**src/rtl/clkcfg_pkg.sv**
```systemverilog
package clkcfg_pkg;
  localparam int CFG_MULT_W  = 4;
  localparam int CFG_RANGE_W = 3;

  typedef struct packed {
    logic [CFG_MULT_W-1:0]  mult;
    logic [CFG_RANGE_W-1:0] rng;
  } cfg_t;

  // Safe multiply: a zero default would stop the multiplier, so use 1 instead
  function automatic int safe_mult(input int req);
    return (req == 0) ? 1 : req;
  endfunction

  // Value written into the bank when loading is enabled
  function automatic cfg_t load_value(input logic force_shadow, input cfg_t shadow,
                                      input cfg_t selected);
    return force_shadow ? shadow : selected;
  endfunction
endpackage

```
**src/rtl/cfg_load_ctrl.sv**
```systemverilog
module cfg_load_ctrl (
  input  logic bypass_i,
  input  logic reprog_i,
  output logic load_en_o,
  output logic force_shadow_o,
  output logic follow_ev_o,
  output logic reprog_ev_o,
  output logic freeze_ev_o
);
  // bypass level tracks the selector; reprogram only counts while bypass is low
  always_comb begin
    follow_ev_o    = bypass_i;
    reprog_ev_o    = !bypass_i && reprog_i;
    freeze_ev_o    = !bypass_i && !reprog_i;
    load_en_o      = follow_ev_o || reprog_ev_o;
    force_shadow_o = reprog_ev_o;
  end
endmodule

```
**src/rtl/cfg_src_mux.sv**
```systemverilog
module cfg_src_mux
  import clkcfg_pkg::*;
(
  input  logic sel_i,
  input  cfg_t safe_i,
  input  cfg_t shadow_i,
  output cfg_t out_o
);
  always_comb out_o = sel_i ? shadow_i : safe_i;
endmodule

```
**src/rtl/cfg_hold_bank.sv**
```systemverilog
module cfg_hold_bank
  import clkcfg_pkg::*;
(
  input  logic clk,
  input  logic rst,
  input  logic load_en_i,
  input  cfg_t safe_i,
  input  cfg_t din_i,
  output cfg_t q_o
);
  cfg_t q_r;

  always_ff @(posedge clk) begin
    if (rst)            q_r <= safe_i;
    else if (load_en_i) q_r <= din_i;
  end

  assign q_o = q_r;

  // with no load enable the bank keeps its value
  assert_hold_R4: assert property (@(posedge clk) disable iff (rst)
    !load_en_i |=> $stable(q_r));

  // the bank captures exactly the offered data when enabled
  assert_capture_R3: assert property (@(posedge clk) disable iff (rst)
    load_en_i |=> q_r == $past(din_i));
endmodule

```
**src/rtl/clkcfg_hold.sv**
```systemverilog
module clkcfg_hold
  import clkcfg_pkg::*;
#(
  parameter int MULT_W    = CFG_MULT_W,
  parameter int RANGE_W   = CFG_RANGE_W,
  parameter int DEF_MULT  = 4,
  parameter int DEF_RANGE = 2
) (
  input  logic               clk,
  input  logic               rst,
  input  logic               bypass_i,
  input  logic               src_sel_i,
  input  logic               reprog_i,
  input  logic [MULT_W-1:0]  scan_mult_i,
  input  logic [RANGE_W-1:0] scan_rng_i,
  output logic [MULT_W-1:0]  mult_o,
  output logic [RANGE_W-1:0] rng_o
);
  localparam int SAFE_MULT = safe_mult(DEF_MULT);
  localparam logic [MULT_W-1:0]  SAFE_MULT_V = MULT_W'(SAFE_MULT);
  localparam logic [RANGE_W-1:0] SAFE_RNG_V  = RANGE_W'(DEF_RANGE);

  cfg_t safe_cfg, shadow_cfg, sel_cfg, load_cfg, held_cfg;
  logic load_en, force_shadow, follow_ev, reprog_ev, freeze_ev;

  assign safe_cfg   = '{mult: SAFE_MULT_V, rng: SAFE_RNG_V};
  assign shadow_cfg = '{mult: scan_mult_i, rng: scan_rng_i};

  cfg_load_ctrl u_ctrl (
    .bypass_i       (bypass_i),
    .reprog_i       (reprog_i),
    .load_en_o      (load_en),
    .force_shadow_o (force_shadow),
    .follow_ev_o    (follow_ev),
    .reprog_ev_o    (reprog_ev),
    .freeze_ev_o    (freeze_ev)
  );

  cfg_src_mux u_mux (
    .sel_i    (src_sel_i),
    .safe_i   (safe_cfg),
    .shadow_i (shadow_cfg),
    .out_o    (sel_cfg)
  );

  assign load_cfg = load_value(force_shadow, shadow_cfg, sel_cfg);

  cfg_hold_bank u_bank (
    .clk       (clk),
    .rst       (rst),
    .load_en_i (load_en),
    .safe_i    (safe_cfg),
    .din_i     (load_cfg),
    .q_o       (held_cfg)
  );

  assign mult_o = held_cfg.mult;
  assign rng_o  = held_cfg.rng;

  // in bypass with the default leg selected the defaults load, reprog or not
  assert_safe_leg_R2: assert property (@(posedge clk) disable iff (rst)
    (follow_ev && !src_sel_i) |=> (mult_o == SAFE_MULT_V && rng_o == SAFE_RNG_V));

  // in bypass with the scan leg selected the outputs track the shadow inputs
  assert_scan_leg_R3: assert property (@(posedge clk) disable iff (rst)
    (bypass_i && src_sel_i) |=> (mult_o == $past(scan_mult_i) && rng_o == $past(scan_rng_i)));

  // frozen while bypass is low and no reprogram is requested
  assert_frozen_R5: assert property (@(posedge clk) disable iff (rst)
    freeze_ev |=> ($stable(mult_o) && $stable(rng_o)));

  // reprogram copies the shadow values regardless of the select line
  assert_reprog_R6: assert property (@(posedge clk) disable iff (rst)
    reprog_ev |=> (mult_o == $past(scan_mult_i) && rng_o == $past(scan_rng_i)));
endmodule

```
**config.mk**
```make
export PLATFORM = sky130hd
export DESIGN_NAME = clkcfg_hold
export DESIGN_NICKNAME = d
export VERILOG_FILES = /design/src/rtl/clkcfg_pkg.sv /design/src/rtl/cfg_load_ctrl.sv /design/src/rtl/cfg_src_mux.sv /design/src/rtl/cfg_hold_bank.sv /design/src/rtl/clkcfg_hold.sv
export SDC_FILE = /design/constraint.sdc
export NUM_CORES = 1
export LEC_CHECK = 0
export BUFFER_PORTS_ARGS = -buffer_cell sky130_fd_sc_hd__clkbuf_2
export CORE_AREA = 2 2 39 41
export CTS_CLUSTER_DIAMETER = 40
export DETAILED_ROUTE_END_ITERATION = 7
export DIE_AREA = 0 0 41 43
export SLEW_MARGIN = 10
export SYNTH_ARGS = -nofsm -noshare
export SYNTH_HDL_FRONTEND = slang
export SYNTH_SLANG_ARGS = --single-unit
export TNS_END_PERCENT = 5
```
**constraint.sdc**
```tcl
create_clock -name clk -period 2.2 [get_ports clk]
set_input_delay 0.11 -clock clk [delete_from_list [all_inputs] [get_ports clk]]
set_output_delay 0.11 -clock clk [all_outputs]
set_load 0.03 [all_outputs]
```
==> Word-level counts from Yosys, hierarchy flattened <==
Index checks and enable logic that the tools add are counted.
{ "totals": {"regBits": 7, "input_bits": 12} }
{ "op_classes": {"muxes": 2, "n_reduce_logical": 3} }
{ "ops": {"columns": ["op", "n"], "rows": [
  ["2-to-1 mux 7 bit", 2],
  ["logical AND 1 bit", 1],
  ["logical NOT 1 bit", 1],
  ["logical OR 1 bit", 1]
]} }

==> Longest topological paths before layout <==
Gate-level depths: netlist of run 1.
{ "depth": {"word_depth": 3, "ltp_mapped": 3, "ltp_nobuf": 2} }

==> Hierarchy <==
From an unflattened synthesis of run 1, not the netlist that was laid out.
{ "unflattened": {"hier_cells": 39, "area_unflattened_um2": 606.8} }
{ "by_module_without_submodules": {"columns": ["mod", "instances", "cells_per_inst", "area_per_inst_um2", "seq_area_each_um2"], "rows": [
  ["cfg_hold_bank", 1, 16, 332.8, 210.2],
  ["clkcfg_hold", 1, 10, 123.9, 0.0],
  ["cfg_src_mux", 1, 8, 116.4, 0.0],
  ["cfg_load_ctrl", 1, 5, 33.8, 0.0]
]} }

==> Worst setup path after synthesis of run 1 <==
No wires, ideal clock.
{ "synth_timing": {"kind": "register to register", "from": "register, netlist name u_bank.q_o[1]", "to": "register u_bank.q_r, in the netlist u_bank.q_o[1]", "setup_time_ns": 0.120, "arrival_ns": 1.021, "required_ns": 2.080, "slack_ns": 1.059, "stages_incl_launch_ff": 3, "n_path_buf": 0, "period_less_slack_ns": 1.141, "path_cell_list": "dfxtp_1 or4_1 o31a_1"} }
{ "synth_lines": {"columns": ["item", "line_no", "text"], "rows": [
  ["end signal, assigned", "cfg_hold_bank.sv:14", "if (rst) q_r <= safe_i;"],
  ["end signal, assigned", "cfg_hold_bank.sv:15", "else if (load_en_i) q_r <= din_i;"],
  ["end, declared", "cfg_hold_bank.sv:11", "cfg_t q_r;"]
]} }

==> results of run 1 <==
==> report_power, final <==
group | internal (W) | switching (W)
sequential | 0.000135 | 0.00000346
combinational | 0.0000197 | 0.0000317
clock | 0.0000690 | 0.0000443
total | 0.000223 | 0.0000795
==> cells by family (layout without fill, tap and decap cells) <==
group,count (synthesis),after routing,synth area share [%]
and+or+nand+nor,13,13,29.96
AOI/OAI and AO/OA,7,7,13.23
DFF,7,7,43.58
muxes,2,2,6.226
buffers and inverters,2,22,7.003
==> per-layer routing <==
metal	share of wire, %	up-vias	GRT usage, %
li1	-	156	-
met2	46	9	11.25
met5	0	-	0
met4	0	0	10.00
met1	46	121	12.90
met3	7.0	0	3.665
==> worst max-delay path, cell delays in order, from the launching register on <==
cell     delay, ns
dfxtp_1       0.31
or4_1         0.52
o31a_1        0.12
==> synth_stat cells <==
cell      count
dfxtp_1       7
o21ai_0       3
o31a_1        1
or4b_1        5
nand2b_1      5
o21ai_1       2
nor2_1        2
buf_6         2
mux2i_1       2
or4_1         1
a32oi_1       1
==> final cells by class <==
type                       instances  share of cell area (%)
multi-input combinational         22                   36.49
sequential                         7                   32.18
timing repair buffer              18                   20.69
clock buffer                       4                   6.034
tap                               16                   4.598
==> placed cells by master, fill, tap and decap left out, drive strengths merged <==
| master | n |
|---|---|
| clkbuf | 22 |
| dfxtp | 7 |
| nand2b | 5 |
| or4b | 5 |
| o21ai | 5 |
| nor2 | 2 |
| mux2i | 2 |
| a32oi | 1 |
| or4 | 1 |
| o31a | 1 |
==> path summary, 6_finish.rpt <==
| path | from | to | slack, ns | cells after the start |
|---|---|---|---|---|
| min reg2reg | u_bank.q_o[6]$_SDFFE_PP0P_ | u_bank.q_o[6]$_SDFFE_PP0P_ | 0.55 | 2 |
| max | u_bank.q_o[1]$_SDFFE_PP1P_ | u_bank.q_o[1]$_SDFFE_PP1P_ | 1.14 | 2 |
| min | src_sel_i | u_bank.q_o[5]$_SDFFE_PP1P_ | 0.09 | 2 |
| max reg2reg | u_bank.q_o[1]$_SDFFE_PP1P_ | u_bank.q_o[1]$_SDFFE_PP1P_ | 1.14 | 2 |
==> through the flow <==
stage          std cells  utilization [%]
2_1_floorplan         31                -
3_3_place_gp          63            29.57
3_5_place_dp          63            29.57
4_1_cts               67            31.46
5_1_grt               67            31.46
6_report              67            31.46
==> out/results.ini, run 1 <==
[outcome]
status = finished, final reports clean

[sta]
skew_ns = 0
setup_viol = 0
finalCritPeriodShare_pct = 48.08
finalCriticalPeriod_ns = 1.058
tightest_slew_ns = 0.4351
rsz0062_at_grt = no
slew_headroom_pct = 70.17
fmax_ghz = 0.9454
fin_setup_tns_ns = 0
hold_viol = 0
fin_ws_ns = 1.142
slew_viol_final = 0
whs_ns = 0.08982

[drt]
num_vias = 286
dr.pass1.iters = 1
drt_first_iter_violations = 0
drt-total-wl_um = 713
vias_per_cell = 4.269
final_antenna_net_count = 0
drc = 0
wire_per_inst_um = 10.64

[clock_tree]
cts-resized-gates = 0
clock_latency_ns = 0.25
cts_tree = built
cts_max_level = 1
post-cts-setup-buffers = 0
cts.sinks = 7
ctsHoldBuffers = 0
clk_pin_slew_ns = 0.05
cts_buffers = 3
clock_path_buffers = 2
root_buffer = clkbuf_4

[global_routing]
overflow = 0
grt_pass1_wl_um = 1104
track_usage_pct = 9.849
grt_max_degree = 15
grt_antenna_before_repair = 0
grt_pass1_vias = 269

[power]
power_w = 0.0003028
power.leakage_nw = 0.1939
pwr_density_cell_nw_per_um2 = 695.4
ir_drop_v = 0.0002924

[layout]
drive_above_1_share_pct = 41.18
final_nets = 64
largest_register_ffs = 7
fill_cells = 156
syn_to_final_growth_pct = 35.41
multiInputGateArea_um2 = 158.9
regArea_um2 = 140.1
fin_area_um2 = 435.4
diodes = 0

[floorplanning]
die_x_um = 41
fp.dieH_um = 43
std_cell_rows = 14
num_io_pins = 19
core-area_um2 = 1384
dieArea_um2 = 1763
start_util_pct = 23.24

[place]
placed_area_um2 = 409.1
routabilityCongestion = 0.6821
hpwlAfterDp_um = 558.5
post-place-ws_ns = 1.157
port-buffer-count = 18

[logic_synthesis]
synth_top_area_cell = dfxtp_1
synth_nets = 43
yosysWarnings = 0
synthTopCellsByArea = dfxtp_1, or4b_1, nand2b_1, buf_6, mux2i_1
ys_types = 11
synth_top_area_share_pct = 43.58
synthCells = 31
avgSynthCellArea_um2 = 10.37
ys_seq_elements = 7
synth.cell_area_um2 = 321.6
ys_seq_area_share_pct = 43.58

[job]
cap_violations = 0

[worst_setup_path]
cp-end-kind = flip-flop
cp-start-kind = flip-flop
required_ns = 2.33
cp_max_fo = 2
worstSetupPathType = flip-flop to flip-flop
critPathArrivalTime_ns = 1.19

[worst_hold_path]
hold_class = input port to flip-flop

Power figures use the tool's default switching activity.
==> inputs of run 2 (changes only) <==
==> constraint.sdc (replaced) <==
create_clock -name clk -period 1.06 [get_ports clk]
set_input_delay 0.053 -clock clk [delete_from_list [all_inputs] [get_ports clk]]
set_output_delay 0.053 -clock clk [all_outputs]
set_load 0.03 [all_outputs]
==> out/results.ini, run 2 (synthesis gave the netlist of run 1 again) <==
[floorplanning]
start_util_pct = 23.24  ; unchanged
num_io_pins = 19  ; unchanged
die_x_um = 41  ; unchanged
core-area_um2 = 1384  ; unchanged
fp.dieH_um = 43  ; unchanged
dieArea_um2 = 1763  ; unchanged
std_cell_rows = 14  ; unchanged

[sta]
skew_ns = 0  ; unchanged
tightest_slew_ns = 0.2158  ; -0.2192 ns
slew_headroom_pct = 85.61  ; +15 points
setup_viol = 0  ; unchanged
fmax_ghz = 0.9566  ; +1.2%
hold_viol = 0  ; unchanged
rsz0062_at_grt = yes
finalCritPeriodShare_pct = 98.62  ; +51 points
finalCriticalPeriod_ns = 1.045  ; -0.01241 ns
slew_viol_final = 0  ; unchanged

[clock_tree]
ctsHoldBuffers = 0  ; unchanged
cts_tree = built
clk_pin_slew_ns = 0.06  ; about the same
clock_latency_ns = 0.24  ; about the same
cts_max_level = 1  ; unchanged
cts.sinks = 7  ; unchanged
root_buffer = clkbuf_4
clock_path_buffers = 2  ; unchanged
cts_buffers = 3  ; unchanged

[power]
pwr_density_cell_nw_per_um2 = 1416  ; +100%
power.leakage_nw = 0.2003  ; +3.3%
power_w = 0.0006379  ; +110%
ir_drop_v = 0.0005854  ; +100%

[job]
cap_violations = 0  ; unchanged

[place]
dp_cells = 64  ; +1.6%
port-buffer-count = 18  ; unchanged
routabilityCongestion = 0.6813  ; -0.12%

[worst_setup_path]
cp_max_fo = 2  ; unchanged
critPathArrivalTime_ns = 1.18  ; about the same
required_ns = 1.19  ; -1.14 ns
cp-start-kind = flip-flop
cp-end-kind = flip-flop
worstSetupPathType = flip-flop to flip-flop

[global_routing]
met1_usage_pct = 10.65  ; -2.3 points
grt_antenna_before_repair = 0  ; unchanged
grt.busiest_layer = met2
grtUsageMet2_pct = 15.00  ; +3.7 points
grt_pass1_wl_um = 1159  ; +5.0%
grtUsageMet3_pct = 7.853  ; +4.2 points
grt_pass1_vias = 298  ; +11%
overflow = 0  ; unchanged
track_usage_pct = 10.55  ; +0.70 points
grt_max_degree = 15  ; unchanged

[layout]
syn_to_final_growth_pct = 40.08
largest_register_ffs = 7  ; unchanged
final_nets = 65  ; +1.6%
final_common_cell = clkbuf_2
final_cell_mix = clkbuf_2, dfxtp_1, nand2b_1, or4b_1
diodes = 0  ; unchanged
drive_above_1_share_pct = 46.15  ; +5.0 points
final_cells = 68  ; +1.5%

[drt]
drt-total-wl_um = 739  ; +3.6%
dr.pass1.iters = 3  ; +2
drc = 0  ; unchanged
num_vias = 319  ; +12%
final_antenna_net_count = 0  ; unchanged
vias_per_cell = 4.691  ; +9.9%
drt_first_iter_violations = 3  ; +3
wire_per_inst_um = 10.87  ; +2.1%

[worst_hold_path]
hold_class = input port to flip-flop

[outcome]
status = finished, final reports clean

## run 2: changes by cell type in the layout (fill, tap and decap cells not counted), sizes merged
cell  before  now
buf        0    1
## run 2: area by class of cell
class                   instances  area (µm²)
clock buffers                   4       26.28
flip-flops and latches          7       143.9
well taps                      16       20.02
repair buffers                 19       97.59
fillers                       160       933.4
multi-input cells              22       162.7
## run 2: timing repair
item,CTS,global route
resized for setup,0,1
buffers inserted,0,0
endpoints found under the setup margin,0,1
## run 2: routing by layer
metal | up-vias | part of all wire (%)
met2 | 14 | 50
li1 | 161 | -
met4 | 0 | 0
met3 | 0 | 8.8
met5 | - | 0
met1 | 144 | 41
## run 2: power by group
group | internal, W | switching (W) | leakage, nW
logic | 0.0000450 | 0.0000685 | 0.128
clock network | 0.000143 | 0.0000957 | 0.0150
registers | 0.000278 | 0.00000724 | 0.0577
total | 0.000467 | 0.000171 | 0.200
## run 2: worst paths after layout
check / start / endpoint / depth (start not counted) / slack (ns)
setup / recovery: u_bank.q_o[1]$_SDFFE_PP1P_ / u_bank.q_o[1]$_SDFFE_PP1P_ / 2 / 0.01
hold / removal: src_sel_i / u_bank.q_o[5]$_SDFFE_PP1P_ / 2 / 0.02
setup reg to reg: u_bank.q_o[1]$_SDFFE_PP1P_ / u_bank.q_o[1]$_SDFFE_PP1P_ / 2 / 0.01
hold reg to reg: u_bank.q_o[5]$_SDFFE_PP1P_ / u_bank.q_o[5]$_SDFFE_PP1P_ / 2 / 0.55
## run 2: through the flow
stage                     util (%)  worst slack, ns  TNS (ns)  area [µm²]  hold WS (ns)
after global routing         32.55         -0.01033  -0.01033       450.4       0.01502
after detailed placement     30.38          0.01742         0       420.4        0.2830
after global placement       30.38          0.02737         0       420.4        0.2818
final                        32.55          0.01464         0       450.4       0.02242
after floorplan                  -         -0.01198  -0.01610       325.3        0.1713
after CTS                    32.28         0.006181         0       446.7       0.01742
## run 2: critical path: stages (launching register included)
cell and delay [ns]:
dfxtp_4 0.33, or4_4 0.49, o31a_1 0.11
==> inputs of run 3 (changes only) <==
--- a/config.mk
+++ b/config.mk
@@ -6,10 +6,10 @@
 export NUM_CORES = 1
 export LEC_CHECK = 0
 export BUFFER_PORTS_ARGS = -buffer_cell sky130_fd_sc_hd__clkbuf_2
-export CORE_AREA = 2 2 39 41
+export CORE_AREA = 4 4 41 43
 export CTS_CLUSTER_DIAMETER = 40
 export DETAILED_ROUTE_END_ITERATION = 7
-export DIE_AREA = 0 0 41 43
+export DIE_AREA = 0 0 45 47
 export SLEW_MARGIN = 10
 export SYNTH_ARGS = -nofsm -noshare
 export SYNTH_HDL_FRONTEND = slang
==> out/results.ini, run 3 (synthesis gave the netlist of run 1 again) <==
[clock_tree]
cts_tree = built
ctsHoldBuffers = 0  ; unchanged
post-cts-setup-buffers = 0  ; unchanged
cts_max_level = 1  ; unchanged
clock_latency_ns = 0.25  ; about the same
cts-resized-gates = 0  ; unchanged
cts.sinks = 7  ; unchanged
clock_path_buffers = 2  ; unchanged
root_buffer = clkbuf_4
cts_buffers = 3  ; unchanged
clk_pin_slew_ns = 0.05  ; about the same

[worst_setup_path]
slowest_delay_ns = 0.50  ; about the same
critPathSlowestCell = or4_1
cp-end-kind = flip-flop
path_buf_inv = 0  ; unchanged
cp_max_fo = 2  ; unchanged
worstSetupPathType = flip-flop to flip-flop
required_ns = 1.19  ; about the same
crit_chain = or4_1 > o31a_1
critPathArrivalTime_ns = 1.18  ; about the same
crit_family = simple AND/OR/NAND/NOR gates
cp-start-kind = flip-flop

[layout]
final_cells = 67  ; -1.5%
drive_above_1_share_pct = 46.15  ; unchanged
final_cell_mix = clkbuf_2, dfxtp_1, nand2b_1, or4b_1
final_common_cell = clkbuf_2
largest_register_ffs = 7  ; unchanged
syn_to_final_growth_pct = 38.91
diodes = 0  ; unchanged
fill_cells = 147  ; -8.1%
final_nets = 65  ; unchanged
fin_area_um2 = 446.7  ; -0.83%

[floorplanning]
core-area_um2 = 1301  ; -6.0%
start_util_pct = 24.71  ; +1.5 points
num_io_pins = 19  ; unchanged
std_cell_rows = 13  ; -1
fp.dieH_um = 47  ; +9.3%
dieArea_um2 = 2115  ; +20%
die_x_um = 45  ; +9.8%

[place]
placed_area_um2 = 419.2  ; -0.30%
port-buffer-count = 18  ; unchanged
dp_cells = 63  ; -1.6%
routabilityCongestion = 0.6550  ; -3.9%

[drt]
vias_per_cell = 4.239  ; -9.6%
dr.pass1.iters = 1  ; -2
drc = 0  ; unchanged
num_vias = 284  ; -11%
final_antenna_net_count = 0  ; unchanged
drt_first_iter_violations = 0  ; -3
wire_per_inst_um = 10.54  ; -3.0%
drt-total-wl_um = 706  ; -4.5%

[outcome]
status = finished, final reports clean

[global_routing]
track_usage_pct = 7.510  ; -3.0 points
grt_max_degree = 15  ; unchanged
grt_antenna_before_repair = 0  ; unchanged
overflow = 0  ; unchanged
grt_pass1_vias = 291  ; -2.3%
grt_pass1_wl_um = 1145  ; -1.2%

[job]
cap_violations = 0  ; unchanged

[sta]
whs_ns = 0.02786  ; +0.005445 ns
skew_ns = 0  ; unchanged
fin_setup_tns_ns = 0  ; unchanged
slew_viol_final = 0  ; unchanged
tightest_slew_ns = 0.1771  ; -0.03871 ns
hold_viol = 0  ; unchanged
finalCriticalPeriod_ns = 1.050  ; +0.004308 ns
rsz0062_at_grt = yes
fmax_ghz = 0.9527  ; -0.41%
slew_headroom_pct = 87.85  ; +2.2 points
finalCritPeriodShare_pct = 99.03  ; +0.41 points
setup_viol = 0  ; unchanged

[power]
pwr_density_cell_nw_per_um2 = 1417  ; about the same
power.leakage_nw = 0.2014  ; +0.54%
power_w = 0.0006328  ; -0.80%
ir_drop_v = 0.0006529  ; +12%

[worst_hold_path]
hold_class = input port to flip-flop

==> run 3: cell count changes in the layout (fill, tap and decap cells not counted) <==
| cell | change |
|---|---|
| clkbuf_1 | -1 |
| clkinv_2 | +1 |
| or4_1 | +1 |
| or4_4 | -1 |
==> run 3: path summary, 6_finish.rpt <==
path                              startpoint                         end  slack, ns  cells past startpoint
hold / removal                 scan_rng_i[1]  u_bank.q_o[1]$_SDFFE_PP1P_       0.03                      2
setup / recovery  u_bank.q_o[1]$_SDFFE_PP1P_  u_bank.q_o[1]$_SDFFE_PP1P_       0.01                      2
setup reg to reg  u_bank.q_o[1]$_SDFFE_PP1P_  u_bank.q_o[1]$_SDFFE_PP1P_       0.01                      2
hold reg to reg   u_bank.q_o[2]$_SDFFE_PP0P_  u_bank.q_o[2]$_SDFFE_PP0P_       0.54                      2
==> run 3: routing by layer <==
layer,GRT usage [%],wire (µm),vias up
li1,-,-,159
met1,9.567,338,114
met2,10.17,285,11
met3,1.916,81,0
met4,7.018,0,0
met5,0,0,-
==> run 3: cell type report <==
type | count | area, µm² | share of cell area, %
Clock inverter | 1 | 5.005 | 1.120
Timing Repair Buffer | 19 | 97.59 | 21.85
Tap cell | 15 | 18.77 | 4.202
Clock buffer | 3 | 22.52 | 5.042
Multi-Input combinational cell | 22 | 158.9 | 35.57
Sequential cell | 7 | 143.9 | 32.21
==> run 3: where the power goes <==
part | switching, W | total, W | internal [W]
clock | 0.0000993 | 0.000237 | 0.000138
sequential | 0.00000613 | 0.000284 | 0.000278
combinational | 0.0000673 | 0.000112 | 0.0000445
total | 0.000173 | 0.000633 | 0.000460
==> run 3: stage by stage <==
| stage | utilization [%] | setup slack (ns) |
|---|---|---|
| floorplan | - | -0.01198 |
| global placement | 32.21 | 0.02787 |
| detailed placement | 32.21 | 0.02283 |
| CTS | 34.33 | 0.008994 |
| global route | 34.33 | -0.01099 |
| finish | 34.33 | 0.01033 |
